File: src/rtl/utx_pkg.sv
// Shared types for the release-triggered serial sender.
// Assumes the encodings are private to this block.
package utx_pkg;
    typedef enum logic [1:0] {
        ST_INIT = 2'd0,   // clear frame, line high
        ST_IDLE = 2'd1,   // wait for request high
        ST_HOLD = 2'd2,   // armed, wait for release
        ST_SEND = 2'd3    // shift frame out
    } utx_state_t;
endpackage

File: src/rtl/utx_baud.sv
// Bit-period timer: pulses tick once every BIT_CLKS cycles while run is high.
// Assumes BIT_CLKS >= 2. The count restarts at zero whenever run is low,
// so the first bit of a frame gets a full period.
module utx_baud #(
    parameter int BIT_CLKS = 5208
) (
    input  logic clk,
    input  logic rst_n,
    input  logic run,
    output logic tick
);
    localparam int CW = (BIT_CLKS > 2) ? $clog2(BIT_CLKS) : 1;
    localparam logic [CW-1:0] LAST = CW'(BIT_CLKS - 1);

    logic [CW-1:0] cnt;

    // Count clocks within the current bit; hold at zero when not running.
    always_ff @(posedge clk) begin
        if (!rst_n || !run)   cnt <= '0;
        else if (cnt == LAST) cnt <= '0;
        else                  cnt <= cnt + CW'(1);
    end

    assign tick = run && (cnt == LAST);

    // ticks are never back to back
    a_r6_tick_spacing: assert property (@(posedge clk) disable iff (!rst_n)
        tick |=> !tick);
endmodule

File: src/rtl/utx_ctrl.sv
// Sequencer: init -> idle -> armed (request held) -> send on release.
// Assumes send_req is already synchronous and free of bounce.
// It steps the frame index from the top position down to 0, once per bit tick.
module utx_ctrl
    import utx_pkg::*;
#(
    parameter int FRAME_W = 10
) (
    input  logic                       clk,
    input  logic                       rst_n,
    input  logic                       send_req,
    input  logic                       tick,
    output utx_state_t                 state,
    output logic [$clog2(FRAME_W)-1:0] idx,
    output logic                       load
);
    localparam int IW = $clog2(FRAME_W);
    localparam logic [IW-1:0] TOP = IW'(FRAME_W - 1);

    assign load = (state == ST_HOLD) && !send_req;

    // State and index update.
    always_ff @(posedge clk) begin
        if (!rst_n) begin
            state <= ST_INIT;
            idx   <= '0;
        end else begin
            unique case (state)
                ST_INIT: state <= ST_IDLE;
                ST_IDLE: if (send_req) state <= ST_HOLD;
                ST_HOLD: if (load) begin
                    state <= ST_SEND;
                    idx   <= TOP;
                end
                ST_SEND: if (tick) begin
                    if (idx == '0) state <= ST_INIT;
                    else           idx   <= idx - IW'(1);
                end
                default: state <= ST_INIT;
            endcase
        end
    end

    // stays armed while the request is held
    a_r3_hold_waits: assert property (@(posedge clk) disable iff (!rst_n)
        (state == ST_HOLD && send_req) |=> (state == ST_HOLD));
    // release starts the frame at the top index
    a_r4_release_starts: assert property (@(posedge clk) disable iff (!rst_n)
        (state == ST_HOLD && !send_req) |=> (state == ST_SEND && idx == TOP));
    // index steps down by one per bit tick
    a_r6_idx_steps: assert property (@(posedge clk) disable iff (!rst_n)
        (state == ST_SEND && tick && idx != '0) |=> (idx == $past(idx) - IW'(1)));
    // the last bit ends in the init state
    a_r7_frame_ends: assert property (@(posedge clk) disable iff (!rst_n)
        (state == ST_SEND && tick && idx == '0) |=> (state == ST_INIT));
    // the request is ignored during a frame
    a_r9_send_ignores_req: assert property (@(posedge clk) disable iff (!rst_n)
        (state == ST_SEND && !tick) |=> (state == ST_SEND));
endmodule

File: src/rtl/utx_frame.sv
// Frame register: holds {start 0, data, stop 1} and picks the bit at idx.
// Assumes load and clr are never high together.
// Index FRAME_W-1 is the start bit and index 0 is the stop bit, so data leaves MSB first.
module utx_frame #(
    parameter int DATA_W = 8
) (
    input  logic                        clk,
    input  logic                        rst_n,
    input  logic                        clr,
    input  logic                        load,
    input  logic                        send,
    input  logic [DATA_W-1:0]           data,
    input  logic [$clog2(DATA_W+2)-1:0] idx,
    output logic                        txd
);
    localparam int FRAME_W = DATA_W + 2;

    logic [FRAME_W-1:0] frame;

    // Capture the framed byte at release; clear it in init.
    always_ff @(posedge clk) begin
        if (!rst_n || clr) frame <= '0;
        else if (load)     frame <= {1'b0, data, 1'b1};
    end

    // Drive the selected bit while sending, else idle high.
    always_comb begin
        txd = 1'b1;
        if (send) txd = frame[idx];
    end

    // the frame is frozen while sending
    a_r8_frame_frozen: assert property (@(posedge clk) disable iff (!rst_n)
        (send && !load && !clr) |=> $stable(frame));
endmodule

File: src/rtl/utx_release_sender.sv
// Top: serial byte sender started by the release of a level request.
// Assumes CLK_HZ/BAUD >= 2 and a request that is already free of bounce.
module utx_release_sender
    import utx_pkg::*;
#(
    parameter int CLK_HZ = 50_000_000,
    parameter int BAUD   = 9600,
    parameter int DATA_W = 8
) (
    input  logic              clk,
    input  logic              rst_n,
    input  logic [DATA_W-1:0] tx_data,
    input  logic              send_req,
    output logic              txd,
    output logic              busy
);
    localparam int BIT_CLKS = CLK_HZ / BAUD;
    localparam int FRAME_W  = DATA_W + 2;
    localparam int IW       = $clog2(FRAME_W);

    utx_state_t    state;
    logic [IW-1:0] idx;
    logic          load;
    logic          tick;

    assign busy = (state == ST_SEND);

    utx_baud #(.BIT_CLKS(BIT_CLKS)) baud_i (
        .clk(clk), .rst_n(rst_n), .run(busy), .tick(tick)
    );

    utx_ctrl #(.FRAME_W(FRAME_W)) ctrl_i (
        .clk(clk), .rst_n(rst_n), .send_req(send_req), .tick(tick),
        .state(state), .idx(idx), .load(load)
    );

    utx_frame #(.DATA_W(DATA_W)) frame_i (
        .clk(clk), .rst_n(rst_n), .clr(state == ST_INIT), .load(load),
        .send(busy), .data(tx_data), .idx(idx), .txd(txd)
    );

    // a frame always begins with a low start bit
    a_r4_start_low: assert property (@(posedge clk) disable iff (!rst_n)
        $rose(busy) |-> !txd);
    // line is high whenever no frame is on it
    a_r2_idle_high: assert property (@(posedge clk) disable iff (!rst_n)
        !busy |-> txd);
endmodule

File: config.mk
export PLATFORM = sky130hd
export DESIGN_NAME = utx_release_sender
export DESIGN_NICKNAME = d
export VERILOG_FILES = /design/src/rtl/utx_pkg.sv /design/src/rtl/utx_baud.sv /design/src/rtl/utx_ctrl.sv /design/src/rtl/utx_frame.sv /design/src/rtl/utx_release_sender.sv
export SDC_FILE = /design/constraint.sdc
export NUM_CORES = 1
export LEC_CHECK = 0
export ABC_AREA = 1
export BUFFER_PORTS_ARGS = -buffer_cell sky130_fd_sc_hd__buf_2
export CAP_MARGIN = 20
export CORE_UTILIZATION = 45
export CTS_CLUSTER_SIZE = 14
export DETAILED_ROUTE_END_ITERATION = 12
export HOLD_SLACK_MARGIN = 0.08
export PLACE_DENSITY = 0.68
export SYNTH_ARGS = -nofsm -noshare
export SYNTH_HDL_FRONTEND = slang
export SYNTH_HIERARCHICAL = 1
export SYNTH_SLANG_ARGS = --single-unit
File: constraint.sdc
create_clock -name clk -period 2.78 [get_ports clk]
set_input_delay 0.417 -clock clk [delete_from_list [all_inputs] [get_ports clk]]
set_output_delay 0.417 -clock clk [all_outputs]
set_load 0.01 [all_outputs]
## Yosys cells after proc, flatten, opt, wreduce, memory -nomap -nowiden

Cells that the tools add are included.

| storage, ports and cells | value |
|---|---|
| register bits | 28 |
| input bits | 11 |
| output and inout bits | 2 |
| word-level logic and storage cells | 41 |

| cells by class | value |
|---|---|
| $add $sub $neg | 2 |
| order comparisons | 1 |
| eq/ne operators | 9 |
| multiplexer cells | 12 |
| reduce and logical (&&, ||, !) cells | 13 |

Operator list:

| cell | count |
|---|---|
| $add A13 B1 Y13 const B | 1 |
| $eq A13 B13 Y1 const B | 1 |
| $mux W4 | 3 |
| $mux W2 | 4 |
| $pmux W2 S4 | 1 |
| $pmux W4 S2 | 1 |
| $reduce_and A4 Y1 | 2 |
| $ne A2 B2 Y1 const B | 3 |
| $lt A4 B5 Y1 const B | 1 |
| $bmux W1 S4 | 1 |
| $eq A2 B2 Y1 const B | 2 |
| $logic_not A4 Y1 | 1 |
| $ne A2 B1 Y1 const B | 2 |
| $sub A4 B1 Y4 const B | 1 |
| $logic_not A1 Y1 | 3 |
| $eq A2 B1 Y1 const B | 1 |
| $logic_and A1 B1 Y1 | 2 |
| $logic_not A2 Y1 | 1 |
| $logic_or A1 B1 Y1 | 2 |
| $mux W1 | 2 |
| $reduce_bool A2 Y1 | 1 |
| $reduce_or A2 Y1 | 1 |

## Logic depth before layout (Yosys ltp)

Gate-level depths: netlist of run 1.

| logic depth | value |
|---|---|
| depth in word-level cells | 4 |
| mapped depth | 11 |
| gate-level depth less buffers | 11 |

## Hierarchy

Netlist of run 1, hierarchy kept.

By module, submodules not included:

| module | instances | cells an instance | area each (µm²) |
|---|---|---|---|
| utx_baud | 1 | 96 | 670.6 |
| utx_frame | 1 | 61 | 455.4 |
| utx_ctrl | 1 | 66 | 426.7 |
| utx_release_sender | 1 | 3 | 11.3 |

## Least setup slack after synthesis of run 1

Ideal clock, no wire load.

| path | value |
|---|---|
| path type | register -> register |
| start point | register baud_i.cnt[0] |
| end point | register ctrl_i.state[1] |
| setup time | 0.113 ns |
| data arrival time | 1.414 ns |
| data required time | 2.667 ns |
| setup slack | 1.253 ns |
| cell stages (with the launch flop) | 11 |
| period minus slack after synthesis | 1.527 ns |
| cell sequence | dfxtp_1 ha_1 nand2_1 nor2_1 nand3_2 nor2_1 o21ai_4 nor2_2 nand2_1 nor2_1 nor2_1 |

| on the way | value |
|---|---|
| longest elaborated chain between the ends | 4 |

Ends and longest elaborated chain:

| item | RTL line | source |
|---|---|---|
| from (decl) | utx_baud.sv:15 | `logic [CW-1:0] cnt;` |
| from (signal assigned) | utx_baud.sv:21 | `else cnt <= cnt + CW'(1);` |
| $eq A13 B13 Y1 | utx_baud.sv:24 | `assign tick = run && (cnt == LAST);` |
| $logic_and A1 B1 Y1 | utx_baud.sv:24 |  |
| named net tick | utx_release_sender.sv:24 | `logic tick;` |
| $ne A2 B2 Y1 (no line) | - |  |
| $reduce_and A4 Y1 (no line) | - |  |
| to (signal assigned) | utx_ctrl.sv:25 | `state <= ST_INIT;` |
| to (signal assigned) | utx_ctrl.sv:29 | `ST_INIT: state <= ST_IDLE;` |
| to (signal assigned) | utx_ctrl.sv:30 | `ST_IDLE: if (send_req) state <= ST_HOLD;` |
| to (decl) | utx_ctrl.sv:13 | `output utx_state_t state,` |

The timed path passes the listed nets, and every way through them passes these cells.
A chain may end at the register's enable or synchronous reset.

## Final worst setup path of run 1

| path | value |
|---|---|
| start point | register ctrl_i.idx[0] |
| end point | output txd |

| on the way | value |
|---|---|
| longest elaborated chain between the ends | 3 |

Ends and longest elaborated chain:

| item | RTL line | source |
|---|---|---|
| from (decl) | utx_ctrl.sv:14 | `output logic [$clog2(FRAME_W)-1:0] idx,` |
| from (signal assigned) | utx_ctrl.sv:37 | `else idx <= idx - IW'(1);` |
| $bmux W1 S4 | utx_frame.sv:29 | `if (send) txd = frame[idx];` |
| $mux W1 (not written as such) | utx_frame.sv:29 |  |
| $mux W1 | utx_frame.sv:29 |  |
| to (decl) | utx_release_sender.sv:14 | `output logic txd,` |

No other way between the ends. The select of a mux whose other input is x is not followed.

==> results of run 1 <==
## layout by cell type, fill, tap and decap left out, drive strengths merged
| master | instances |
|---|---|
| a211oi | 6 |
| a21oi | 10 |
| buf | 12 |
| clkbuf | 4 |
| dfxtp | 28 |
| ha | 6 |
| inv | 38 |
| nand2 | 61 |
| nand3 | 15 |
| nand3b | 1 |
| nand4 | 7 |
| nor2 | 42 |
| nor3 | 1 |
| o21a | 1 |
| o21ai | 2 |
| or2 | 1 |
| xnor2 | 2 |
| xor2 | 3 |
## state kept, by name (all words and copies together) (netlist names)
signal	flops
baud_i/cnt	13
ctrl_i/idx	4
ctrl_i/state	2
frame_i/frame	9
## layout make-up
| cell class | count | area, um^2 |
|---|---|---|
| flip-flops and latches | 28 | 561 |
| multi-input cells | 158 | 838 |
| repair buffers | 12 | 60.1 |
| well taps | 46 | 57.6 |
| inverters | 38 | 143 |
| fillers | 357 | 1640 |
| clock buffers | 4 | 36.3 |
## per-stage QoR
stage | area, um^2 | worst slack, ns
final | 1700 | 0.980
after global routing | 1700 | 0.741
after CTS | 1700 | 0.961
after detailed placement | 1660 | 1.11
after global placement | 1660 | 1.19
after floorplan | 1560 | 1.25
## synth_stat cells
library cell,instances,area [um^2]
nor3_1,1,5.00
a211oi_2,6,75.1
o21a_2,1,8.76
nor2_1,36,135
ha_1,6,75.1
nor2_2,5,31.3
nand4_1,7,43.8
inv_2,5,18.8
o21ai_0,1,5.00
nor2_4,1,11.3
nand3_1,14,70.1
inv_1,33,124
xnor2_1,2,17.5
dfxtp_1,28,561
buf_6,2,22.5
xor2_1,3,26.3
nand3_2,1,10.0
nand2_2,3,18.8
o21ai_4,1,16.3
nand2_1,57,214
nand3b_1,1,7.51
or2_1,1,6.26
nand2_4,1,11.3
a21oi_1,10,50.1
## power groups by stage
stage	combinational [mW]	sequential [mW]	clock [mW]
6_report	0.433	0.504	0.203
5_1_grt	0.508	0.514	0.228
4_1_cts	0.434	0.504	0.211
3_5_place_dp	0.428	0.513	0
3_3_place_gp	0.420	0.514	0
2_1_floorplan	0.360	0.501	0
## worst min-delay path by stage
stage                           startpoint                to  slack (ns)
after detailed placement     baud_i/cnt[0]     baud_i/cnt[0]        0.45
after floorplan              baud_i/cnt[0]     baud_i/cnt[0]        0.43
after global placement    frame_i/frame[0]  frame_i/frame[0]        0.45
final                           tx_data[0]  frame_i/frame[1]        0.31
after global routing            tx_data[7]  frame_i/frame[8]        0.29
after CTS                       tx_data[0]  frame_i/frame[1]        0.30
## cell families (layout without fill, tap and decap cells)
logic type / count (synthesis) / count (layout) / synth area share (%)
compound gates: 19 / 19 / 9.92
xor+xnor: 5 / 5 / 2.80
simple gates: 128 / 128 / 36.1
fa+ha+maj: 6 / 6 / 4.80
buf+inv: 40 / 54 / 10.6
flops: 28 / 28 / 35.8
## routing by layer
| layer | up-vias | wire length, um |
|---|---|---|
| met4 | 0 | 36 |
| met2 | 10 | 1170 |
| li1 | 730 | - |
| met3 | 4 | 42 |
| met1 | 571 | 1460 |
| met5 | - | 0 |
## worst max-delay path: cells and delay by family (launching register included)
kind                   cells  cell delay [ns]
flip-flops                 1             0.50
buffers and inverters      2             0.19
AND/OR/NAND/NOR            5             0.35
==> impl_metrics.env, run 1 <==
export IMPL_layout_min_cycle_time_ns=1.80
export IMPL_first_global_vias=1157
export IMPL_gr_usage_met1_pct=21.9
export IMPL_clkTransAtPathRegs_ns=0.16
export IMPL_seqPwrFrac_pct=44.2
export IMPL_syn_inst=226
export IMPL_postSynthAreaPerCell_um2=6.92
export IMPL_worstHoldPathType="input pin to flop"
export IMPL_nets=258
export IMPL_vias=1315
export IMPL_synth_distinct_cells=24
export IMPL_place_gp_congestion=0.809
export IMPL_coreArea_um2=3340
export IMPL_max_slew_worst_pin_slew_ns=0.433
export IMPL_maxCapViolations=0
export IMPL_p_sw_mw=0.453
export IMPL_finalHoldViolCount=0
export IMPL_fin_skew_ns=0.00854
export IMPL_drc_errors=0
export IMPL_dieArea_um2=3720
export IMPL_slowest_delay_ns=0.50
export IMPL_core_rowCount=21
export IMPL_layout_cells_non_filler=286
export IMPL_grt_pass1_wl_mm=4.67
export IMPL_dp_cells=282
export IMPL_max_slew_margin_pct=71.1
export IMPL_syn_area_um2=1560
export IMPL_r2r_end="ctrl_i/state[1]"
export IMPL_cts_tree="yes"
export IMPL_r2r_cells=10
export IMPL_ant_nets=0
export IMPL_grt_remaining_overflow=0
export IMPL_cp_cell_sequence="inv_2 > nand2_1 > nand3_1 > nand3_1 > nand3_1 > nand2_1 > buf_2"
export IMPL_htree_levels=1
export IMPL_io_buffer_count=12
export IMPL_hpwl_mm=2.04
export IMPL_seq_area_frac_synth_pct=35.8
export IMPL_worstPathArrival_ns=1.38
export IMPL_startpoint="ctrl_i/idx[0]"
export IMPL_endpoint="txd"
export IMPL_clockBufferDepth=2
export IMPL_cts_setup_buffers=0
export IMPL_post_route_period_util_pct=64.7
export IMPL_postLayoutCoreUtil_pct=50.8
export IMPL_first_pass_iters=4
export IMPL_grt_max_degree=16
export IMPL_drtIter0Drc=23
export IMPL_slowest_stage="dfxtp_1"
export IMPL_clock_root_buffer="clkbuf_4"
export IMPL_antenna_found_initial=0
export IMPL_cts_buffers=3
export IMPL_routedWlPerCell_um=9.46
export IMPL_fin_setup_tns_ns=0
export IMPL_crit_fanout=8
export IMPL_crit_type="flop to output pin"
export IMPL_pwr_share_clk_pct=17.8
export IMPL_setup_viol=0
export IMPL_clk_latency_ns=0.33
export IMPL_yosys_warnings=6
export IMPL_drive_gt1_share_pct=16.7
export IMPL_synth_nets=243
export IMPL_die_h_um=61.0
export IMPL_r2r_start="baud_i/cnt[0]"
export IMPL_internal_power_mw=0.687
export IMPL_ctsHoldBuffers=0
export IMPL_gr_usage_all_layers_pct=16.8
export IMPL_timing_hold_ws_ns=0.311
export IMPL_drv_slew=0
export IMPL_p_leak_nw=0.660
export IMPL_cp_end_kind="output pin"
export IMPL_cts_sinks=28
export IMPL_r2r_slack_ns=1.11
export IMPL_vdd_drop_max_mv=0.339
export IMPL_outcome="completed"
export IMPL_power_total_mw=1.14
export IMPL_fmax_ghz=0.556
export IMPL_vias_per_cell=4.60
export IMPL_num_io_pins=13
export IMPL_die_w_um=61.0
export IMPL_area_growth_synth_to_final_pct=8.40
export IMPL_powerDensity_nw_per_um2=673
export IMPL_gr_max_usage_layer="met2"
export IMPL_holdPathStages=3
export IMPL_n_antenna_cell=0
export IMPL_grt_setup_unrepaired="false"
export IMPL_path_common_cell="nand3_1"
export IMPL_p_comb_share_pct=38.0
export IMPL_required_ns=2.36
export IMPL_use_met2_pct=27.2
export IMPL_swShare_pct=39.7
export IMPL_gr_usage_met3_pct=2.99
export IMPL_start_util_pct=46.9
export IMPL_drt_wl_total_mm=2.71
export IMPL_startpoint_type="flop"
export IMPL_ctsResizeCount=0
export IMPL_ys_seq_elements=28
(Power assumes the default switching activity.)
==> inputs of run 2 (changes only) <==
--- a/config.mk
+++ b/config.mk
@@ -5,14 +5,14 @@
 export SDC_FILE = /design/constraint.sdc
 export NUM_CORES = 1
 export LEC_CHECK = 0
-export ABC_AREA = 1
+export ABC_AREA = 0
 export BUFFER_PORTS_ARGS = -buffer_cell sky130_fd_sc_hd__buf_2
 export CAP_MARGIN = 20
 export CORE_UTILIZATION = 45
 export CTS_CLUSTER_SIZE = 14
 export DETAILED_ROUTE_END_ITERATION = 12
 export HOLD_SLACK_MARGIN = 0.08
-export PLACE_DENSITY = 0.68
+export PLACE_DENSITY = 0.7
 export SYNTH_ARGS = -nofsm -noshare
 export SYNTH_HDL_FRONTEND = slang
 export SYNTH_HIERARCHICAL = 1
==> constraint.sdc (replaced) <==
create_clock -name clk -period 1.6 [get_ports clk]
set_input_delay 0.24 -clock clk [delete_from_list [all_inputs] [get_ports clk]]
set_output_delay 0.24 -clock clk [all_outputs]
set_load 0.01 [all_outputs]
==> run 2 against run 1 <==
The run now ends with setup timing left. Area after synthesis is 0.16% lower. Sequential share of layout area fell by 5.2 points. Total power rose by 52%. Clock skew decreased by 0.0020 ns. Worst hold slack got worse by 0.17 ns. First-iteration DRC count rose to 3.7 times the previous value. Largest power group unchanged.
==> impl_metrics.env, run 2 <==
export IMPL_outcome="finished with violations"
export IMPL_violations="setup timing"
export IMPL_max_slew_worst_pin_slew_ns=0.416
export IMPL_fin_skew_ns=0.00652
export IMPL_setup_viol=18
export IMPL_synth_top_area_share_pct=35.9
export IMPL_dieArea_um2=3710
export IMPL_yosys_warnings=6
export IMPL_drtIter0Drc=84
export IMPL_cts_tree="yes"
export IMPL_synth_area_leader_cell="dfxtp_1"
export IMPL_coreArea_um2=3340
export IMPL_vdd_drop_max_mv=0.636
export IMPL_synth_common_cells="dfxtp_1, nor2_1, mux2i_1"
export IMPL_hpwl_mm=2.63
export IMPL_grt_pass1_wl_mm=5.71
export IMPL_top_register="baud_i/cnt"
export IMPL_cts_sinks=28
export IMPL_fin_ws_ns=-0.403
export IMPL_ctsHoldBuffers=0
export IMPL_ys_flop_type="dfxtp_1"
export IMPL_ant_nets=0
export IMPL_vias_per_cell=5.51
export IMPL_powerDensity_nw_per_um2=855
export IMPL_clockBufferDepth=2
export IMPL_worstPathArrival_ns=2.25
export IMPL_syn_inst=158
export IMPL_required_ns=1.85
export IMPL_startpoint_type="flop"
export IMPL_yosysMostFrequentCell="dfxtp_1"
export IMPL_ys_seq_elements=28
export IMPL_first_pass_iters=4
export IMPL_die_w_um=60.9
export IMPL_cts_buffers=3
export IMPL_clock_root_buffer="clkbuf_4"
export IMPL_drv_slew=0
export IMPL_synth_nets=175
export IMPL_gr_usage_all_layers_pct=20.6
export IMPL_routedWlPerCell_um=13.9
export IMPL_nets=219
export IMPL_start_util_pct=46.8
export IMPL_place_gp_congestion=0.857
export IMPL_htree_levels=1
export IMPL_p_leak_nw=0.751
export IMPL_layout_min_cycle_time_ns=2.00
export IMPL_r2r_cells=6
export IMPL_grt_max_degree=17
export IMPL_io_buffer_count=12
export IMPL_synth_distinct_cells=51
export IMPL_die_h_um=60.9
export IMPL_synthArstFlopShare_pct=0
export IMPL_cp_end_kind="flop"
export IMPL_core_rowCount=21
export IMPL_first_global_vias=1294
export IMPL_layout_common_cells="buf_4, dfxtp_1, nor2_1"
export IMPL_drc_errors=0
export IMPL_worstHoldPathType="input pin to flop"
export IMPL_drive_gt1_share_pct=39.3
export IMPL_fmax_ghz=0.499
export IMPL_crit_fanout=2
export IMPL_synth_edf_count=0
export IMPL_maxCapViolations=0
export IMPL_area_growth_synth_to_final_pct=29.9
export IMPL_grt_remaining_overflow=0
export IMPL_drt_wl_total_mm=3.44
export IMPL_postSynthAreaPerCell_um2=9.88
export IMPL_post_route_period_util_pct=125
export IMPL_max_slew_margin_pct=71.9
export IMPL_synth_area_leaders="dfxtp_1, mux2i_1, a211oi_2"
export IMPL_largest_register_ffs=13
export IMPL_reg_top3="baud_i/cnt x13, frame_i/frame x9, ctrl_i/idx x4"
export IMPL_finalHoldViolCount=0
export IMPL_seq_area_frac_synth_pct=35.9
export IMPL_n_antenna_cell=0
export IMPL_holdPathStages=3
export IMPL_crit_type="flop to flop"
export IMPL_grt_setup_unrepaired="true"
export IMPL_antenna_found_initial=0
export IMPL_syn_area_um2=1560
export IMPL_clkTransAtPathRegs_ns=0.16
export IMPL_final_common_cell="buf_4"
export IMPL_num_io_pins=13
export IMPL_post_place_ws_ns=-0.402
export IMPL_vias=1360
export IMPL_clk_latency_ns=0.33
export IMPL_power_total_mw=1.74
run 2: where the power goes:
part / internal (mW) / switching, mW
registers: 0.740 / 0.0312
clock network: 0.253 / 0.215
logic: 0.252 / 0.244
total: 1.25 / 0.489
run 2: critical path, cell delays in order, from the launching register on:
cell	delay [ns]
dfxtp_2	0.35
or4b_4	0.53
nor4b_2	0.20
and3_1	0.20
nand4bb_1	0.15
a2111o_1	0.39
o211a_1	0.11
run 2: per-layer routing:
metal | vias up | track usage, % | share of wire (%)
met3 | 2 | 1.92 | 1.8
met1 | 664 | 26.7 | 45
li1 | 679 | - | -
met5 | - | 0 | 0
met2 | 15 | 37.0 | 53
met4 | 0 | 4.55 | 0.52
run 2: cell families (layout without fill, tap and decap cells):
kind of cell / count (synthesis) / after routing / synth area share, %
fa+ha+maj: 6 / 6 / 4.81
xor+xnor: 3 / 3 / 1.68
compound gates: 29 / 29 / 16.7
mux: 14 / 14 / 10.1
flops: 28 / 28 / 35.9
buf+inv: 14 / 57 / 4.01
simple gates: 64 / 64 / 26.8
run 2: worst paths after layout:
check                                 startpoint  slack [ns]          endpoint
worst max-delay path               baud_i/cnt[9]       -0.40   ctrl_i/state[0]
worst min-delay path                  tx_data[6]        0.14  frame_i/frame[7]
worst max register to register     baud_i/cnt[9]       -0.40   ctrl_i/state[0]
worst min register to register  frame_i/frame[0]        0.48  frame_i/frame[0]
run 2: metrics by stage:
step	area, um^2	util, %	cells	setup TNS, ns	hold WS, ns
floorplan	1560	-	158	-1.42	0.373
detailed placement	1880	56.3	241	-4.01	0.453
global route	2030	60.8	247	-3.40	0.129
global placement	1880	56.3	241	-3.60	0.447
CTS	1990	59.8	247	-2.59	0.134
finish	2030	60.8	247	-2.48	0.137
run 2: timing repair:
item | in CTS | in global routing
endpoints found under the setup margin | 27 | 20
resized for setup | 13 | 6
buffers inserted | 2 | 0
pin swaps | 8 | 7
run 2: layout make-up:
class | count | area, um^2
clock buffer | 3 | 22.5
clock inverter | 1 | 30.0
fill | 299 | 1310
inverter | 9 | 33.8
multi-input combinational | 116 | 1000
sequential | 28 | 566
tap | 46 | 57.6
timing repair buffer | 44 | 315
==> inputs of run 3 (changes only) <==
--- a/config.mk
+++ b/config.mk
@@ -13,6 +13,7 @@
 export DETAILED_ROUTE_END_ITERATION = 12
 export HOLD_SLACK_MARGIN = 0.08
 export PLACE_DENSITY = 0.7
+export RECOVER_POWER = 25
 export SYNTH_ARGS = -nofsm -noshare
 export SYNTH_HDL_FRONTEND = slang
 export SYNTH_HIERARCHICAL = 1
==> run 3 against run 2 <==
The run still ends with setup timing left. Clock skew unchanged. Combinational power down 0.8%. Final area down 0.25%. Critical endpoint unchanged. Clock power about the same. Sequential power about the same. Highest routed layer unchanged. Worst setup slack about the same. Register-to-register slack about the same. Die area unchanged. Utilization down 0.15 points. Via count up 0.15%. Clock-buffer cell count unchanged. Total power down 0.25%.
==> impl_metrics.env, run 3 (same netlist as run 2, synthesis figures left out) <==
export IMPL_power_total_mw=1.73
export IMPL_core_rowCount=21
export IMPL_top_register="baud_i/cnt"
export IMPL_htree_levels=1
export IMPL_gr_usage_met3_pct=1.92
export IMPL_start_util_pct=46.8
export IMPL_max_slew_worst_pin_slew_ns=0.593
export IMPL_slowest_stage="or4b_4"
export IMPL_powerDensity_nw_per_um2=855
export IMPL_required_ns=1.85
export IMPL_post_route_period_util_pct=125
export IMPL_outcome="finished with violations"
export IMPL_antenna_found_initial=0
export IMPL_clk_latency_ns=0.33
export IMPL_holdPathStages=3
export IMPL_worstHoldPathType="input pin to flop"
export IMPL_fin_skew_ns=0.00652
export IMPL_area_growth_synth_to_final_pct=29.6
export IMPL_final_common_cell="buf_4"
export IMPL_maxCapViolations=0
export IMPL_drv_slew=0
export IMPL_worstPathArrival_ns=2.25
export IMPL_gr_usage_met1_pct=26.7
export IMPL_layout_common_cells="buf_4, dfxtp_1, nor2_1"
export IMPL_gr_usage_all_layers_pct=20.6
export IMPL_layout_cells_non_filler=247
export IMPL_max_slew_margin_pct=60.3
export IMPL_nets=219
export IMPL_crit_fanout=2
export IMPL_clock_root_buffer="clkbuf_4"
export IMPL_reg_top3="baud_i/cnt x13, frame_i/frame x9, ctrl_i/idx x4"
export IMPL_violations="setup timing"
export IMPL_startpoint_type="flop"
export IMPL_grt_pass1_wl_mm=5.71
export IMPL_post_place_ws_ns=-0.402
export IMPL_grt_setup_unrepaired="true"
export IMPL_finalHoldViolCount=0
export IMPL_cp_end_kind="flop"
export IMPL_dp_cells=241
export IMPL_slowest_delay_ns=0.53
export IMPL_fin_setup_tns_ns=-2.48
export IMPL_first_global_vias=1294
export IMPL_r2r_cells=6
export IMPL_layout_min_cycle_time_ns=2.00
export IMPL_hold_end="frame_i/frame[7]"
export IMPL_cp_cell_sequence="or4b_4 > nor4b_2 > and3_1 > nand4bb_1 > a2111o_1 > o211a_1"
export IMPL_postLayoutCoreUtil_pct=60.6
export IMPL_drt_wl_total_mm=3.44
export IMPL_setup_viol=18
export IMPL_use_met2_pct=37.0
export IMPL_hold_start="tx_data[6]"
export IMPL_vias_per_cell=5.51
export IMPL_dieArea_um2=3710
export IMPL_grt_remaining_overflow=0
export IMPL_cts_sinks=28
export IMPL_num_io_pins=13
export IMPL_cts_tree="yes"
export IMPL_gr_max_usage_layer="met2"
export IMPL_routedWlPerCell_um=13.9
export IMPL_io_buffer_count=12
export IMPL_place_gp_congestion=0.857
export IMPL_drc_errors=0
export IMPL_cts_buffers=3
export IMPL_n_antenna_cell=0
export IMPL_grt_max_degree=17
export IMPL_vias=1362
export IMPL_p_leak_nw=0.750
export IMPL_fin_ws_ns=-0.403
export IMPL_drtIter0Drc=84
export IMPL_r2r_end="ctrl_i/state[0]"
export IMPL_drive_gt1_share_pct=39.3
export IMPL_ant_nets=0
export IMPL_hpwl_mm=2.63
export IMPL_fmax_ghz=0.499
export IMPL_nFillCells=300
export IMPL_die_w_um=60.9
export IMPL_r2r_slack_ns=-0.40
export IMPL_coreArea_um2=3340
export IMPL_crit_type="flop to flop"
export IMPL_first_pass_iters=4
export IMPL_die_h_um=60.9
export IMPL_largest_register_ffs=13
export IMPL_clockBufferDepth=2
export IMPL_vdd_drop_max_mv=0.636
export IMPL_clkTransAtPathRegs_ns=0.16
export IMPL_r2r_start="baud_i/cnt[9]"
[run 3: through the flow]
stage	hold slack, ns	instance area [um^2]
3_5_place_dp	0.453	1880
3_3_place_gp	0.447	1880
6_report	0.137	2020
4_1_cts	0.134	1990
5_1_grt	0.129	2020
2_1_floorplan	0.373	1560
[run 3: where the power goes]
part           internal, mW  leakage (nW)  switching, mW
Sequential            0.740         0.228         0.0312
Clock                 0.253        0.0279          0.215
Combinational         0.249         0.494          0.243
Total                  1.24         0.750          0.489
[run 3: repair_timing]
| action | 4_1_cts | 5_1_grt |
|---|---|---|
| pin swaps | 8 | 7 |
| hold buffers | 0 | 0 |
| resized for setup | 13 | 6 |
| endpoints found under the setup margin | 27 | 20 |
| setup buffers | 2 | 0 |
[run 3: metal layers]
layer	part of all wire, %	vias up	wire [um]
met5	0	-	0
met4	0.52	0	18
met3	1.8	2	62
met2	53	15	1810
met1	45	666	1550
li1	-	679	-
[run 3: worst max-delay path by stage]
| stage | from | end | slack [ns] | cells past startpoint |
|---|---|---|---|---|
| 2_1_floorplan | baud_i/cnt[9] | ctrl_i/state[0] | -0.31 | 6 |
| 3_3_place_gp | baud_i/cnt[9] | ctrl_i/state[0] | -0.38 | 6 |
| 3_5_place_dp | baud_i/cnt[9] | ctrl_i/state[0] | -0.40 | 6 |
| 4_1_cts | baud_i/cnt[9] | ctrl_i/state[0] | -0.39 | 6 |
| 5_1_grt | baud_i/cnt[9] | ctrl_i/state[0] | -0.48 | 6 |
| 6_report | baud_i/cnt[9] | ctrl_i/state[0] | -0.40 | 6 |
[run 3: worst max-delay path, delay by kind of cell (launching register included)]
| family | cells | cell delay [ns] |
|---|---|---|
| AOI/OAI and AO/OA | 2 | 0.50 |
| DFF | 1 | 0.35 |
| and+or+nand+nor | 4 | 1.07 |
[run 3: final cells by class]
type | instances | area (um^2) | share of cell area, %
timing repair buffer | 44 | 315 | 15.6
clock inverter | 1 | 30.0 | 1.48
clock buffer | 3 | 22.5 | 1.11
tap | 46 | 57.6 | 2.84
sequential | 28 | 566 | 28.0
multi-input combinational | 116 | 998 | 49.4
inverter | 9 | 33.8 | 1.67
